==> src/rtl/pdma_pkg.sv <==
// Shared types for the pseudo-DMA handshake engine.
package pdma_pkg;
    typedef enum logic [1:0] {
        ST_IDLE = 2'd0,   // waiting for start
        ST_POLL = 2'd1,   // sampling request / interrupt / timer
        ST_XFER = 2'd2,   // acknowledge + strobe, one byte moves
        ST_GAP  = 2'd3    // mandatory quiet cycle after a byte
    } pdma_state_e;
endpackage

==> src/rtl/pdma_timer.sv <==
// Stall timer: latches the limit at load, clears on load and after each
// byte, and counts the other busy cycles, saturating at the limit.
// Assumes: the limit is held only through the load cycle.
module pdma_timer #(
    parameter int TW = 16
) (
    input  logic          clk,
    input  logic          rst_n,
    input  logic          load,
    input  logic          step,
    input  logic          run,
    input  logic [TW-1:0] limit,
    output logic          expired
);
    logic [TW-1:0] cnt;
    logic [TW-1:0] lim_q;

    // Purpose: hold the programmed stall limit for the whole transfer.
    always_ff @(posedge clk) begin
        if (!rst_n)    lim_q <= '0;
        else if (load) lim_q <= limit;
    end

    // Purpose: count idle busy cycles since the last start or byte.
    always_ff @(posedge clk) begin
        if (!rst_n)                     cnt <= '0;
        else if (load || step)          cnt <= '0;
        else if (run && (cnt < lim_q))  cnt <= cnt + 1'b1;
    end

    assign expired = (cnt >= lim_q);
endmodule

==> src/rtl/pdma_ptr.sv <==
// Buffer pointer and byte counter: loads the base address and target
// count at start and advances both by one per moved byte.
// Assumes: step is never raised once the count is reached.
module pdma_ptr #(
    parameter int AW = 16,
    parameter int CW = 16
) (
    input  logic          clk,
    input  logic          rst_n,
    input  logic          load,
    input  logic          step,
    input  logic [AW-1:0] base,
    input  logic [CW-1:0] count,
    output logic [AW-1:0] addr,
    output logic [CW-1:0] moved,
    output logic          full
);
    logic [CW-1:0] target;

    // Purpose: load pointer/target at start, advance on each byte.
    always_ff @(posedge clk) begin
        if (!rst_n) begin
            addr   <= '0;
            moved  <= '0;
            target <= '0;
        end else if (load) begin
            addr   <= base;
            moved  <= '0;
            target <= count;
        end else if (step) begin
            addr   <= addr + 1'b1;
            moved  <= moved + 1'b1;
        end
    end

    assign full = (moved == target);

    AST_NO_OVERRUN: assert property (@(posedge clk) disable iff (!rst_n)
        moved <= target);
    AST_STEP_NOT_FULL: assert property (@(posedge clk) disable iff (!rst_n)
        step |-> !full);
endmodule

==> src/rtl/pdma_ctrl.sv <==
// Handshake sequencer: idle -> poll -> (acknowledge -> gap -> poll)* and
// back to idle on interrupt or stall. Keeps status flags and the latched
// direction. Assumes the interrupt is a level that may lag the last byte.
module pdma_ctrl
    import pdma_pkg::*;
(
    input  logic        clk,
    input  logic        rst_n,
    input  logic        start,
    input  logic        dir_in,
    input  logic        req,
    input  logic        irq,
    input  logic        expired,
    input  logic        full,
    output pdma_state_e state,
    output logic        dir_q,
    output logic        load,
    output logic        step,
    output logic        fetch,
    output logic        busy,
    output logic        done,
    output logic        stall_err,
    output logic        short_xfer
);
    logic irq_pend;
    logic irq_now;
    logic go;

    // Purpose: decode the poll decision and the per-cycle strobes.
    always_comb begin
        irq_now = irq || irq_pend;
        go      = (state == ST_POLL) && !irq_now && !expired && req && !full;
        load    = (state == ST_IDLE) && start;
        step    = (state == ST_XFER);
        fetch   = go && !dir_q;
        busy    = (state != ST_IDLE);
    end

    // Purpose: advance the handshake state.
    always_ff @(posedge clk) begin
        if (!rst_n) begin
            state <= ST_IDLE;
        end else begin
            unique case (state)
                ST_IDLE: if (start) state <= ST_POLL;
                ST_POLL: begin
                    if (irq_now || expired) state <= ST_IDLE;
                    else if (go)            state <= ST_XFER;
                end
                ST_XFER: state <= ST_GAP;
                ST_GAP:  state <= ST_POLL;
                default: state <= ST_IDLE;
            endcase
        end
    end

    // Purpose: latch direction at start and remember an early interrupt.
    always_ff @(posedge clk) begin
        if (!rst_n) begin
            dir_q    <= 1'b0;
            irq_pend <= 1'b0;
        end else if (load) begin
            dir_q    <= dir_in;
            irq_pend <= 1'b0;
        end else if (busy && irq) begin
            irq_pend <= 1'b1;
        end
    end

    // Purpose: completion status, cleared by each accepted start.
    always_ff @(posedge clk) begin
        if (!rst_n || load) begin
            done       <= 1'b0;
            stall_err  <= 1'b0;
            short_xfer <= 1'b0;
        end else if (state == ST_POLL) begin
            if (irq_now) begin
                done       <= 1'b1;
                short_xfer <= !full;
            end else if (expired) begin
                stall_err  <= 1'b1;
            end
        end
    end

    AST_ACK_AFTER_REQ: assert property (@(posedge clk) disable iff (!rst_n)
        (state == ST_XFER) |-> $past(req));
    AST_STALL_FROM_TIMER: assert property (@(posedge clk) disable iff (!rst_n)
        $rose(stall_err) |-> $past(expired));
    AST_FLAGS_WHEN_IDLE: assert property (@(posedge clk) disable iff (!rst_n)
        (done || stall_err || short_xfer) |-> !busy);
endmodule

==> src/rtl/pdma_engine.sv <==
// Polled pseudo-DMA handshake engine (top). Wires the sequencer, the
// pointer/counter and the stall timer, and drives port and memory pins.
// Assumes: memory has one-cycle read latency; the peripheral FIFO is
// accessed only while acknowledge and a strobe are both active.
module pdma_engine
    import pdma_pkg::*;
#(
    parameter int DW = 8,
    parameter int AW = 16,
    parameter int CW = 16,
    parameter int TW = 16
) (
    input  logic          clk,
    input  logic          rst_n,
    input  logic          start,
    input  logic          dir_to_mem,
    input  logic [AW-1:0] base_addr,
    input  logic [CW-1:0] byte_count,
    input  logic [TW-1:0] timeout_limit,
    input  logic          host_cs,
    input  logic          port_req,
    input  logic          port_irq,
    input  logic [DW-1:0] port_rdata,
    output logic          port_ack,
    output logic          port_rd,
    output logic          port_wr,
    output logic          port_cs,
    output logic [DW-1:0] port_wdata,
    output logic [AW-1:0] mem_addr,
    output logic          mem_re,
    output logic          mem_we,
    output logic [DW-1:0] mem_wdata,
    input  logic [DW-1:0] mem_rdata,
    output logic          busy,
    output logic          done,
    output logic          stall_err,
    output logic          short_xfer,
    output logic [CW-1:0] moved_count
);
    pdma_state_e state;
    logic        dir_q, load, step, fetch, expired, full;

    pdma_ctrl u_ctrl (
        .clk(clk), .rst_n(rst_n), .start(start), .dir_in(dir_to_mem),
        .req(port_req), .irq(port_irq), .expired(expired), .full(full),
        .state(state), .dir_q(dir_q), .load(load), .step(step),
        .fetch(fetch), .busy(busy), .done(done), .stall_err(stall_err),
        .short_xfer(short_xfer)
    );

    pdma_ptr #(.AW(AW), .CW(CW)) u_ptr (
        .clk(clk), .rst_n(rst_n), .load(load), .step(step),
        .base(base_addr), .count(byte_count), .addr(mem_addr),
        .moved(moved_count), .full(full)
    );

    pdma_timer #(.TW(TW)) u_timer (
        .clk(clk), .rst_n(rst_n), .load(load), .step(step), .run(busy),
        .limit(timeout_limit), .expired(expired)
    );

    // Purpose: drive handshake, strobes and the data paths.
    always_comb begin
        port_ack   = (state == ST_XFER);
        port_rd    = port_ack && dir_q;
        port_wr    = port_ack && !dir_q;
        port_cs    = host_cs && !port_ack;
        port_wdata = mem_rdata;
        mem_we     = port_ack && dir_q;
        mem_wdata  = port_rdata;
        mem_re     = fetch;
    end

    AST_ACK_ONE_STROBE: assert property (@(posedge clk) disable iff (!rst_n)
        port_ack |-> (port_rd != port_wr));
    AST_STROBE_NEEDS_ACK: assert property (@(posedge clk) disable iff (!rst_n)
        (port_rd || port_wr) |-> port_ack);
    AST_ACK_SINGLE: assert property (@(posedge clk) disable iff (!rst_n)
        port_ack |=> !port_ack);
    AST_WRITE_ON_ACK: assert property (@(posedge clk) disable iff (!rst_n)
        mem_we |-> port_ack);
endmodule

==> config.mk <==
export PLATFORM = sky130hd
export DESIGN_NAME = pdma_engine
export DESIGN_NICKNAME = d
export VERILOG_FILES = /design/src/rtl/pdma_pkg.sv /design/src/rtl/pdma_timer.sv /design/src/rtl/pdma_ptr.sv /design/src/rtl/pdma_ctrl.sv /design/src/rtl/pdma_engine.sv
export SDC_FILE = /design/constraint.sdc
export NUM_CORES = 1
export LEC_CHECK = 0
export CAP_MARGIN = 20
export CORE_ASPECT_RATIO = 1.2
export CORE_UTILIZATION = 28
export DETAILED_ROUTE_END_ITERATION = 10
export DONT_BUFFER_PORTS = 1
export SYNTH_ARGS = -nofsm -noshare
export SYNTH_HDL_FRONTEND = slang
export SYNTH_HIERARCHICAL = 1
export SYNTH_SLANG_ARGS = --single-unit
==> constraint.sdc <==
create_clock -name clk -period 2.3 [get_ports clk]
set_input_delay 0.23 -clock clk [delete_from_list [all_inputs] [get_ports clk]]
set_output_delay 0.23 -clock clk [all_outputs]
set_load 0.02 [all_outputs]
# After elaboration in Yosys (flattened, before gate mapping)
# Cells that the tools add are included.
[totals] regBits=87 in_bits=71 out_inout_bits=58 word_cells=59
[classes] addsub=3 order_cmp=2 eq_ne=6 mux=6 bitwise=2 n_reduce_logical=29
[ops] cell="adder 16 x 1 -> 16 bit (second input constant)" n=3
[ops] cell="2-to-1 mux 16 bit" n=2
[ops] cell="== test 16 bit" n=1
[ops] cell=">= comparator 16 bit" n=1
[ops] cell="< comparator 16 bit" n=1
[ops] cell="logical AND 1 bit" n=11
[ops] cell="case mux 2 bit (4 select lines)" n=1
[ops] cell="logical NOT 1 bit" n=6
[ops] cell="2-to-1 mux 2 bit" n=3
[ops] cell="== test 2 bit (second input constant)" n=2
[ops] cell="logical OR 1 bit" n=4
[ops] cell="AND reduction 2 bit" n=2
[ops] cell="nonzero test 2 bit" n=2
[ops] cell="OR reduction 2 bit" n=2
[ops] cell="!= test 3 x 2 -> 1 bit (second input constant)" n=1
[ops] cell="AND reduction 3 bit" n=1
[ops] cell="== test 2 x 1 -> 1 bit (second input constant)" n=1
[ops] cell="logical NOT 2 bit" n=1
[ops] cell="!= test 2 bit (second input constant)" n=1
[ops] cell="NOT 1 bit" n=2

# Depth between registers and ports, before layout
[depth] word_depth=9 depth_mapped=10 depth_no_buf=10

# Hierarchy
# The synthesis kept the hierarchy.
[modules_own_cells] module="pdma_ptr" instances=1 cells_each=252 area_per_inst_um2=2294.7 seq_area_each_um2=960.9
[modules_own_cells] module="pdma_timer" instances=1 cells_each=200 area_per_inst_um2=1783.0 seq_area_each_um2=640.6
[modules_own_cells] module="pdma_ctrl" instances=1 cells_each=40 area_per_inst_um2=364.1 seq_area_each_um2=140.1
[modules_own_cells] module="pdma_engine" instances=1 cells_each=22 area_per_inst_um2=161.4 seq_area_each_um2=0.0

# Least setup slack after synthesis
# OpenSTA, ideal clock, no wires.
[synth_path] path_kind="flip-flop to flip-flop" startpoint="register u_ctrl.state[1]" endpoint="register u_timer.cnt[10]" setup_ns=0.070 arrival_ns=2.079 slack_ns=0.151 stages_incl_launch_ff=9 synth_period_minus_slack_ns=2.149 cell_sequence="dfxtp_1 inv_1 ha_1 inv_1 inv_1 a2111oi_4 nand4_2 or4b_1 a21oi_1"
[synth_via] elab_cells_between_ends=7 cone_classes="eq/ne: 1; reduce/logical: 6"
[synth_lines] element="start: declaration" line="pdma_ctrl.sv:15" text="output pdma_state_e state,"
[synth_lines] element="start signal: assignment" line="pdma_ctrl.sv:42" text="state <= ST_IDLE;"
[synth_lines] element="start signal: assignment" line="pdma_ctrl.sv:45" text="ST_IDLE: if (start) state <= ST_POLL;"
[synth_lines] element="start signal: assignment" line="pdma_ctrl.sv:47" text="if (irq_now || expired) state <= ST_IDLE;"
[synth_lines] element="nonzero test 2 bit" line="pdma_ctrl.sv:36" text="busy = (state != ST_IDLE);"
[synth_lines] element="named net busy" line="pdma_engine.sv:34" text="output logic busy,"
[synth_lines] element="logical AND 1 bit" line="pdma_timer.sv:28" text="else if (run && (cnt < lim_q)) cnt <= cnt + 1'b1;"
[synth_lines] element="end signal: assignment" line="pdma_timer.sv:28"
[synth_lines] element="end: declaration" line="pdma_timer.sv:15" text="logic [TW-1:0] cnt;"
# The timed path passes the listed nets, and every way through them passes these cells.
# A chain may end at the register's enable or synchronous reset.

# Worst setup path in the final report
[layout_path] startpoint="register u_timer.cnt[1]" endpoint="output port mem_re"
[layout_via] elab_chain_cells=6
[layout_rtl] element=">= comparator 16 bit" line="pdma_timer.sv:31" text="assign expired = (cnt >= lim_q);"
[layout_rtl] element="named net expired" line="pdma_engine.sv:41" text="logic dir_q, load, step, fetch, expired, full;"
[layout_rtl] element="logical NOT 1 bit" line="pdma_ctrl.sv:32" text="go = (state == ST_POLL) && !irq_now && !expired && req && !full;"
[layout_rtl] element="logical AND 1 bit (3 in a row)" line="pdma_ctrl.sv:32"
[layout_rtl] element="logical AND 1 bit" line="pdma_ctrl.sv:35" text="fetch = go && !dir_q;"
[layout_rtl] element="end: declaration" line="pdma_engine.sv:30" text="output logic mem_re,"
# The timed path passes the listed nets, and every way through them passes these cells.

==> impl_table.tex <==
\begin{tabular}{lr}
\hline
Metric & Value \\
\hline
\multicolumn{2}{l}{\textbf{Status}} \\
\quad Status & complete, but fails checks \\
\quad Violations in the final reports & negative setup slack \\
\multicolumn{2}{l}{\textbf{Critical path}} \\
\quad Worst endpoint required time & 2070 ps \\
\quad Worst setup EP type & primary output \\
\quad Critical Path, Cell by Cell & ha\_4 > nor2b\_4 > o211ai\_1 > a31oi\_1 > o21ai\_1 > nand2\_2 > nor4b\_4 > nor3b\_2 > buf\_4 \\
\quad Buffers and inverters on the worst path & 1 \\
\quad Setup crit start kind & register \\
\quad Critical-path top delay cell & dfxtp\_2 \\
\quad Largest stage delay on the critical path & 340 ps \\
\quad Worst Path Class, Setup & register to primary output \\
\quad Arrival time at the worst endpoint & 2300 ps \\
\quad Critical path fanouts, max & 2 \\
\quad CP top delay family & simple AND/OR/NAND/NOR gates \\
\multicolumn{2}{l}{\textbf{STA}} \\
\quad Final critical-path required period & 2530 ps \\
\quad Number of endpoints failing setup at the final stage & 1 \\
\quad Number of pins with negative max-slew slack in the final report & 0 \\
\quad Slew HR & 0.523 \\
\quad Clock Skews & 8.59 ps \\
\quad Hold Vio Cnt, Final & 0 \\
\quad Period utilization & 1.10 \\
\quad Fin worst setup slack & -226 ps \\
\quad RSZ-0062 raised after global routing & yes \\
\quad Maximum clock frequency & 396 MHz \\
\quad Measured slew at the worst slew-check pin & just over 700 ps \\
\multicolumn{2}{l}{\textbf{Place}} \\
\quad Setup slack after placement & -58.2 ps \\
\quad Gpl congestion & $\sim$0.9 \\
\quad Number of I/O port buffers & 0 \\
\quad DP HPWL & around 8.6 mm \\
\multicolumn{2}{l}{\textbf{CTS}} \\
\quad Cell chosen for the clock root & clkbuf\_16 \\
\quad TritonCTS clock tree & yes \\
\quad Clock sink total & 87 \\
\quad Clock-pin slew reported for the worst setup and hold paths after clock tree synthesis & about 70 ps \\
\quad Maximum level of the CTS H-tree & 3 \\
\quad CTS Buf Count & 9 \\
\quad Maximum number of buffers from clock root to sink & 2 \\
\quad Worst-skew pair later-pin latency & 340 ps \\
\multicolumn{2}{l}{\textbf{GRT}} \\
\quad Via count of the first global-routing pass & 3717 \\
\quad Global-route usage over all layers & 0.137 \\
\quad Antenna violations before repair & 0 \\
\quad First-pass GRT wire length & between 15 and 20 mm \\
\quad Largest net degree at the start of global routing & 57 \\
\quad Leftover overflow at the end of global routing & 0 \\
\multicolumn{2}{l}{\textbf{Layout}} \\
\quad Commonest cells after routing, fill and taps aside & dfxtp\_1, buf\_4, mux2i\_1 \\
\quad Count of inserted antenna diode cells & 0 \\
\quad Layout cells sized above 1 & 0.233 \\
\quad Layout area overhead & 20.8\% \\
\quad Commonest non-fill, non-tap cell in the layout & dfxtp\_1 \\
\quad Final net count & around 630 \\
\quad Fill cell count & 1654 \\
\quad End-of-flow core utilization & 0.344 \\
\multicolumn{2}{l}{\textbf{Floorplan}} \\
\quad Boundary pin count & 129 \\
\quad Die Footprint & 0.0170 mm\^{}2 \\
\quad Floorplan Core Area & 0.0161 mm\^{}2 \\
\quad Die width & 119 um \\
\quad Starting utilization of the core area & 0.285 \\
\quad Vertical die dimension & 142 um \\
\quad Number of rows created at floorplan & between 50 and 60 \\
\multicolumn{2}{l}{\textbf{Drt}} \\
\quad Antenna-violating nets left & 0 \\
\quad Via density per instance & between 4 and 5 \\
\quad DRC violations left & 0 \\
\quad Count of routing violations after the opening detailed-route iteration & 142 \\
\quad Iteration count of the initial detailed-routing pass & 4 \\
\quad Total length of routed wires & between 10 and 15 mm \\
\quad Total vias in the final route & 3752 \\
\quad Routed wire per std cell & between 15 and 20 um \\
\multicolumn{2}{l}{\textbf{Yosys}} \\
\quad Sequential-to-total area share from yosys stat & 0.378 \\
\quad Register bit count reported by yosys & 87 \\
\quad Number of synthesized flops with an enable pin & 0 \\
\quad Gate count after technology mapping & just over 500 \\
\quad Cell variety after synth & 56 \\
\quad Top flip-flop cell by instance count after synthesis & dfxtp\_1 \\
\quad Async S/R FF share, synth & 0 \\
\quad Syn\_nets & roughly 610 \\
\quad Mean area per synthesized cell & between 8 and 9 um\^{}2 \\
\quad Count of synthesis-stage warnings from yosys & 6 \\
\quad Cell area after synthesis & 0.00460 mm\^{}2 \\
\multicolumn{2}{l}{\textbf{Pwr}} \\
\quad Pwr Density & 689 mW/mm\^{}2 \\
\quad Peak VDD IR & 0.339 mV \\
\quad Static leakage & 1.97 nW \\
\multicolumn{2}{l}{\textbf{Job}} \\
\quad Max-capacitance violation count & 0 \\
\multicolumn{2}{l}{\textbf{Hold path}} \\
\quad Class of the tightest hold or removal check & input port to register \\
\hline
\end{tabular}
==> worst reg2reg max path, cell delays in order (launching register included) <==
cell and delay, ps:
dfxtp_2 340, ha_4 240, nor2b_4 120, o211ai_1 210, buf_4 150, a2111o_1 210
buf_6 130, nand4_4 110, or4b_4 550, a21oi_4 170
==> routing by layer <==
layer | track usage | up-vias | share of wire
li1 | - | 1822 | -
met1 | 0.141 | 1793 | 0.38
met2 | 0.239 | 108 | 0.50
met3 | 0.0593 | 29 | 0.088
met4 | 0.0626 | 0 | 0.029
met5 | 0 | - | 0
==> kinds of logic (layout without fill, tap and decap cells) <==
family | after synthesis | count (layout) | share of synthesized area
compound gates | 87 | 87 | 0.117
fa+ha+maj | 22 | 22 | 0.0598
buf+inv | 66 | 92 | 0.0685
flops | 87 | 87 | 0.378
mux | 36 | 36 | 0.0783
simple gates | 174 | 174 | 0.219
xor+xnor | 42 | 42 | 0.0799
==> Yosys cell counts (all sizes together) (2+ instances only) <==
master | number | area (um^2)
nor4 | 7 | 50.1
clkbuf | 13 | 48.8
nand3 | 15 | 80.1
mux2i | 36 | 360
nor3b | 2 | 20.0
a21boi | 2 | 15.0
inv | 31 | 116
o21ai | 29 | 149
o211a | 2 | 20.0
o31ai | 2 | 15.0
and4 | 2 | 17.5
o211ai | 2 | 15.0
xor2 | 8 | 70.1
a31oi | 2 | 12.5
nor2b | 34 | 213
or3 | 13 | 82.6
nand4 | 22 | 159
xnor2 | 34 | 298
buf | 21 | 146
dfxtp | 87 | 1740
o21a | 2 | 16.3
and2 | 5 | 31.3
nand2b | 3 | 26.3
and3 | 3 | 18.8
nor3 | 7 | 35.0
a21oi | 37 | 196
nor2 | 27 | 101
nand2 | 28 | 105
ha | 22 | 275
a31o | 2 | 17.5
or4 | 3 | 26.3
a211oi | 2 | 15.0
==> path summary, 6_finish.rpt <==
kind                                 startpoint          endpoint  slack [ps]  depth (start not counted)
worst max register to register   u_timer/cnt[1]   u_timer/cnt[10]           0                          9
worst max-delay path             u_timer/cnt[1]            mem_re        -230                          9
worst min-delay path                      rst_n  u_ptr/target[15]          20                          1
worst min register to register  u_ctrl/state[0]   u_ctrl/state[0]         500                          2
==> metrics by stage <==
step	power, mW	setup TNS (ps)	hold slack [ps]	cells	instance area, um^2
floorplan	2.19	0	358	514	4600
global placement	2.28	0	357	725	4920
detailed placement	2.30	-456	362	725	4920
CTS	3.87	-386	0.324	752	5430
global route	4.02	-668	16.6	752	5560
finish	3.83	-226	20.3	752	5560
==> where the power goes <==
group	switching (mW)	internal, mW	total (mW)
registers	0.117	1.60	1.72
clock network	0.607	0.872	1.48
logic	0.329	0.303	0.633
==> registers in the layout (all words and copies together), names as in the netlist <==
| signal | cells |
|---|---|
| u_ctrl/irq_pend | 1 |
| u_ctrl/done | 1 |
| u_ptr/target | 16 |
| u_ctrl/stall_err | 1 |
| u_ptr/addr | 16 |
| u_ptr/moved | 16 |
| u_ctrl/dir_q | 1 |
| u_timer/cnt | 16 |
| u_timer/lim_q | 16 |
| u_ctrl/state | 2 |
| u_ctrl/short_xfer | 1 |
==> final cells by class <==
class,count,area (um^2),area share
multi-input cells,361,2750,0.495
inverters,32,120,0.0216
well taps,212,265,0.0477
clock inverters,5,57.6,0.0104
flip-flops and latches,87,1770,0.318
clock buffers,11,243,0.0437
repair buffers,44,352,0.0632
==> repair_timing <==
action,4_1_cts,5_1_grt
gates resized for setup,29,36
pin swaps,20,12
hold buffers,1,0
setup endpoints to repair,13,19
setup buffers,15,3
hold endpoints to repair,1,0
(Power assumes the default switching activity.)
